### config.mk
export PLATFORM = sky130hd
export DESIGN_NAME = xsum_seq
export DESIGN_NICKNAME = d
export VERILOG_FILES = /design/src/rtl/xsum_seq.sv
export SDC_FILE = /design/constraint.sdc
export NUM_CORES = 1
export LEC_CHECK = 0
export BUFFER_PORTS_ARGS = -buffer_cell sky130_fd_sc_hd__clkbuf_2
export CAP_MARGIN = 5
export CORE_ASPECT_RATIO = 1.75
export CORE_MARGIN = 2
export CORE_UTILIZATION = 51
export DETAILED_ROUTE_END_ITERATION = 8
export GPL_TIMING_DRIVEN = 1
export PLACE_DENSITY = 0.76
export SLEW_MARGIN = 15
export SYNTH_ARGS = -nofsm -noshare
export SYNTH_HDL_FRONTEND = slang
export SYNTH_SLANG_ARGS = --single-unit
### constraint.sdc
create_clock -name clk -period 1.5 [get_ports clk]
set_input_delay 0 -clock clk [delete_from_list [all_inputs] [get_ports clk]]
set_output_delay 0 -clock clk [all_outputs]
set_load 0.02 [all_outputs]
### src/rtl/xsum_seq.sv
module xsum_seq #(
  parameter int NCOEF  = 16,
  parameter int NVEC   = 64,
  parameter int VWORDS = 4
) (
  input  logic       clk,
  input  logic       rst_n,
  input  logic       go,
  input  logic [4:0] seed,
  input  logic       eng_input_rdy,
  input  logic       eng_output_rdy,
  input  logic [7:0] eng_dout,
  output logic [8:0] eng_din,
  output logic       eng_cf_load,
  output logic       eng_start,
  output logic [7:0] checksum,
  output logic       done
);
  localparam int NOUT = NVEC * VWORDS;
  localparam int WW   = $clog2(NCOEF);
  localparam int VW   = $clog2(NVEC + 1);
  localparam int OW   = $clog2(NOUT + 1);
  localparam logic [WW-1:0] W_LOAD_LAST = WW'(NCOEF - 1);
  localparam logic [WW-1:0] W_VEC_LAST  = WW'(VWORDS - 2);
  localparam logic [VW-1:0] V_LAST      = VW'(NVEC);
  localparam logic [OW-1:0] O_LAST      = OW'(NOUT - 1);

  typedef enum logic [2:0] {S_IDLE, S_LOAD, S_WAIT, S_VEC, S_DRAIN, S_DONE} st_t;

  st_t           st;
  logic [13:0]   lfsr;
  logic [WW-1:0] wcnt;
  logic [VW-1:0] vcnt;
  logic [OW-1:0] ocnt;

  wire fb     = lfsr[13] ^ lfsr[4] ^ lfsr[2] ^ lfsr[0];
  wire active = (st == S_LOAD) || (st == S_WAIT) || (st == S_VEC) || (st == S_DRAIN);
  wire adv    = (st == S_LOAD) || (st == S_VEC) || ((st == S_WAIT) && eng_input_rdy);

  assign eng_cf_load = (st == S_LOAD);
  assign eng_start   = (st == S_WAIT) || ((st == S_VEC) && (vcnt != V_LAST));
  assign eng_din     = (st == S_LOAD) ? lfsr[8:0] :
                       ((st == S_WAIT) || (st == S_VEC)) ? {1'b0, lfsr[7:0]} : 9'd0;
  assign done        = (st == S_DONE);

  always_ff @(posedge clk or negedge rst_n) begin
    if (!rst_n) begin
      st       <= S_IDLE;
      lfsr     <= '1;
      wcnt     <= '0;
      vcnt     <= '0;
      ocnt     <= '0;
      checksum <= '0;
    end else begin
      if (adv) lfsr <= {lfsr[12:0], fb};
      if (active && eng_output_rdy) begin
        checksum <= checksum ^ eng_dout;
        ocnt     <= ocnt + 1'b1;
      end
      case (st)
        S_IDLE, S_DONE: if (go) begin
          lfsr     <= {9'h1FF, seed};
          checksum <= '0;
          ocnt     <= '0;
          vcnt     <= '0;
          wcnt     <= '0;
          st       <= S_LOAD;
        end
        S_LOAD: begin
          wcnt <= wcnt + 1'b1;
          if (wcnt == W_LOAD_LAST) begin
            wcnt <= '0;
            st   <= S_WAIT;
          end
        end
        S_WAIT: if (eng_input_rdy) begin
          vcnt <= vcnt + 1'b1;
          wcnt <= '0;
          st   <= S_VEC;
        end
        S_VEC: begin
          wcnt <= wcnt + 1'b1;
          if (wcnt == W_VEC_LAST) st <= (vcnt == V_LAST) ? S_DRAIN : S_WAIT;
        end
        default: ;
      endcase
      if (active && eng_output_rdy && ocnt == O_LAST) st <= S_DONE;
    end
  end
endmodule

# == Word-level counts from Yosys, hierarchy flattened ==
# Index checks and enable logic that the tools add are counted.
# word_totals
register_bits,45
in_bits,18
out_inout_bits,20
word_cells,73
# op_classes
addsub,3
n_eq_ne,16
muxes,25
bitwise,4
n_reduce_logical,19
# op_table
operator,n
14-bit 2-to-1 mux,3
9-bit 2-to-1 mux,4
8-bit 2-to-1 mux,4
3-bit 2-to-1 mux,6
4-bit case mux with 4 select lines,1
7-bit 2-to-1 mux,2
7-bit case mux with 2 select lines,1
4-bit 2-to-1 mux,3
3-bit case mux with 4 select lines,1
"9-bit by 1-bit adder with 9-bit output, second input constant",1
"9-bit by 8-bit == test with 1-bit output, second input constant",1
8-bit XOR,1
"7-bit by 1-bit adder with 7-bit output, second input constant",1
"7-bit == test, second input constant",1
1-bit logical OR,7
"7-bit inequality test, second input constant",1
"3-bit by 2-bit == test with 1-bit output, second input constant",2
"3-bit == test, second input constant",2
"3-bit by 1-bit inequality test with 1-bit output, second input constant",2
3-bit AND reduction,2
5-bit AND reduction,1
5-bit nonzero test,1
"4-bit by 1-bit adder with 4-bit output, second input constant",1
"4-bit by 2-bit == test with 1-bit output, second input constant",1
11 further kinds,17

# == Depth between registers and ports, before layout ==
# depth
word_depth,8
ltp_mapped,7
ltp_nobuf,6

# == Least setup slack after synthesis ==
# Ideal clock, no wire load.
# synth_timing
path_type,register to register
startpoint,reg st[2]
endpoint,reg st[2]
arrival_ps,1583
path_slack_ps,-215
path_stages_with_launch,6
synth_period_minus_slack_ps,1715
path_cell_list,dfrtp_1 clkbuf_1 nor3b_1 nor2_1 o21bai_1 o211ai_1
# synth_via
elab_chain_cells,8
word_cells_on_any_way,20
classes_between,eq/ne: 9; mux: 2; reduce/logical: 9
# synth_rtl
item,line,source
start: declaration,30,st_t st;
start signal: assignment,83,if (wcnt == W_VEC_LAST) st <= (vcnt == V_LAST) ? S_DRAIN : S_WAIT;
3-bit by 1-bit == test with 1-bit output *,-,
named net eng_cf_load,14,"output logic eng_cf_load,"
1-bit logical OR (3 in a row),37,wire active = (st == S_LOAD) || (st == S_WAIT) || (st == S_VEC) || (st == S_DRAIN);
1-bit logical AND (2 in a row),87,if (active && eng_output_rdy && ocnt == O_LAST) st <= S_DONE;
3-bit by 1-bit inequality test with 1-bit output (no line) (tied with other cells),-,
5-bit AND reduction (no line),-,
# The timed path passes the listed nets; every way through them passes the cells marked *.
# A chain may end at the register's enable or synchronous reset.

# == Final worst setup path ==
# layout_timing
startpoint,reg st[0]
endpoint,reg ocnt[5]
# layout_via
elab_chain_cells,8
word_cells_on_any_way,14
classes_between,eq/ne: 5; mux: 3; reduce/logical: 6
# layout_rtl
item,line,source
3-bit by 1-bit == test with 1-bit output / 3-bit by 2-bit == test with 1-bit output (equally long branches),37,
1-bit logical OR (3 in a row),37,
1-bit logical AND,56,if (active && eng_output_rdy) begin
9-bit 2-to-1 mux,56,
9-bit 2-to-1 mux,61,"S_IDLE, S_DONE: if (go) begin"
9-bit 2-to-1 mux *,60,case (st)
end signal: assignment,58,ocnt <= ocnt + 1'b1;
end: declaration,34,logic [OW-1:0] ocnt;
# Mark *: on every way between the ends. The rest lies on a longest branch, timed or not.

==> flow_summary.ini <==
[run_status]
outcome = finished, violations left
violations = setup timing

[die]
core_area_um2 = 4670
die_w_um = 56.4
chipHeight_um = 95.6
io_pins = 38
die_area_um2 = 5390
initial_core_util = 0.525
rows = 33

[setup_path]
critPathMaxFanout = 22
end_kind = flop
critical_path.startpoint_type = flop
critical_path_required_ns = 1.69
ff2ff_path_depth = 5
crit_type = reg2reg
arrival_ns = 1.76

[synthesis]
yosysSeqAreaShare = 0.467
synth-edff-count = 0
ys.flop_type = dfrtp_1
synth_seq_cells = 45
netlist_instances = 249
yosys-top-cells-area = dfrtp_1 (32%), dfstp_2 (15%), nand2_1 (6.1%)
yosysWarningCount = 0
synth_commonest_cells = nand2_1 (40), dfrtp_1 (31), nor2_1 (25), dfstp_2 (14), xor2_1 (14)
synth_most_common_cell = nand2_1
syn_area_per_cell_um2 = 9.83
synth_fp_nets = 273
synth_area_leader_cell = dfrtp_1
synth_cell_types = 47
async_reset_ff_frac = 1.00
syn_area_um2 = 2450
synth_top_area_frac = 0.317

[hold_path]
hold_depth = 4
hold_class = in2reg

[job]
maxCapViolations = 0

[placement]
pre_cts_ws_ns = -0.200
placed_area_um2 = 2880
finalWeightedCongestion = 0.772
port_buffers = 37
post-dp-hpwl_um = 3670

[clock_network]
clock-sinks = 45
cts_tree = done
cts_max_path_buffers = 2
worstSkewPairLatency_ns = 0.31
clk_pin_slew_ns = 0.09
cts-htree-levels = 2
root_buffer = clkbuf_8
numCtsBuffers = 5

[timing]
fin_crit_sh = 1.04
rsz0062_at_grt = true
finalCriticalPeriod_ns = 1.56
slew_headroom = 0.622
maxSlewViolCount = 0
finalSetupViolations = 11
fin_ws_ns = -0.0614
clock_skew_ns = 0.00764
hold_viol_final = 0
worstMarginPinSlew_ns = 0.566
fmax_ghz = 0.640

[global_routing]
antenna_found_initial = 0
grt_pass1_wl_um = 8980
overflow = 0
grt_max_degree = 46
grt_pass1_vias = 2060
grt_usage = 0.211

[detailed_routing]
dr.pass1.iters = 4
wl_um = 5330
wl_per_cell_um = 14.1
viasPerCell = 5.37
drt_iter0_drc = 41
vias = 2026
drtAntennaViolNets = 0
post-route-drc-count = 0

[power]
power_leakage_nw = 1.51
peakVddDrop_v = 0.00140
pwr_density_cell_nw_per_um2 = 1760
power_mw = 5.70

[finish]
fin_nets = 348
final_area_um2 = 3240
diodes = 0
drive_gt1_frac = 0.415
area_growth_pct = 32.3
-- state kept, by name (all words and copies together), names as in the netlist --
| name | count |
|---|---|
| wcnt | 4 |
| vcnt | 7 |
| lfsr | 14 |
| st | 3 |
| ocnt | 9 |
| checksum | 8 |
-- metal layers --
metal / part of all wire / track usage / vias to the layer above
met2: 0.55 / 0.404 / 50
met3: 0.035 / 0.0421 / 7
met5: 0 / 0 / -
met4: 0.011 / 0.0536 / 0
met1: 0.41 / 0.235 / 964
li1: - / - / 1005
-- path summary, 6_finish.rpt --
| path | end | slack [ns] | start |
|---|---|---|---|
| max | ocnt[5] | -0.06 | st[0] |
| min | checksum[5] | 0.03 | eng_dout[5] |
| max reg2reg | ocnt[5] | -0.06 | st[0] |
| min reg2reg | lfsr[13] | 0.49 | lfsr[12] |
| max in group asynchronous | st[2] | 0.78 | rst_n |
| min in group asynchronous | vcnt[2] | 0.30 | rst_n |
-- through the flow --
step	setup TNS, ns	hold slack (ns)	utilization	instances
after floorplan	-0.150	-0.296	-	249
after global placement	-1.80	0.122	0.617	358
after detailed placement	-2.48	0.118	0.617	358
after CTS	-0.201	0.0313	0.661	373
after global routing	-2.43	0.0613	0.694	377
final	-0.329	0.0318	0.694	377
-- cell families (layout without fill, tap and decap cells) --
logic type / Yosys count / in the layout / synth area share
buffers and inverters: 20 / 96 / 0.0557
DFF: 45 / 45 / 0.467
AOI/OAI and AO/OA: 42 / 42 / 0.125
and+or+nand+nor: 116 / 116 / 0.243
adders and majority gates: 6 / 6 / 0.0307
xor gates and xnor gates: 17 / 17 / 0.0665
muxes: 3 / 3 / 0.0123
-- layout by cell type (no fill, tap or decap), types with 2 or more instances in the layout --
cell type / Yosys / layout
nand2_1: 40 / 39
buf_4: 1 / 35
dfrtp_1: 31 / 28
clkbuf_2: 0 / 26
nor2_1: 25 / 23
buf_6: 7 / 15
xor2_1: 14 / 14
dfstp_2: 14 / 14
o211ai_1: 12 / 12
and2_4: 0 / 10
nand3_1: 10 / 10
o21ai_0: 7 / 7
dlygate4sd3_1: 0 / 6
clkbuf_8: 0 / 5
nand4_1: 4 / 4
a21oi_1: 4 / 4
a31oi_1: 4 / 4
o31ai_1: 4 / 4
ha_1: 6 / 4
and4_1: 3 / 3
mux2i_1: 3 / 3
dfrtp_2: 0 / 3
inv_2: 0 / 2
nor3b_2: 1 / 2
nand2b_1: 2 / 2
and2b_1: 2 / 2
nor2_2: 0 / 2
nor3_2: 0 / 2
xnor2_1: 2 / 2
inv_1: 4 / 2
or3_1: 3 / 2
and2_1: 12 / 2
a211oi_1: 2 / 2
a22o_1: 2 / 2
-- cell type report --
| cell class | count | area (um2) |
|---|---|---|
| clock buffers | 5 | 68.8 |
| clock inverters | 3 | 21.3 |
| fillers | 376 | 1430 |
| inverters | 4 | 15.0 |
| multi-input cells | 184 | 1260 |
| flip-flops and latches | 45 | 1150 |
| well taps | 52 | 65.1 |
| repair buffers | 84 | 657 |
-- power breakdown --
group	internal (mW)	leakage, nW	switching (mW)	total, mW
sequential	1.85	0.524	0.414	2.26
combinational	1.37	0.937	1.28	2.66
clock	0.331	0.0445	0.446	0.777
-- worst max-delay path, stage by stage, from the launching register on --
cell and delay, ns:
dfrtp_2 0.45, and2b_1 0.24, or3_4 0.41, buf_12 0.17, o211ai_1 0.08, o31ai_1 0.09
-- repair_timing --
item	4_1_cts	5_1_grt
buffers inserted	1	4
hold buffers	6	0
endpoints found under the setup margin	43	49
pin swaps	10	21
hold endpoints to repair	36	0
gates resized for setup	16	51
No activity file was read; power rests on OpenSTA's default activity.
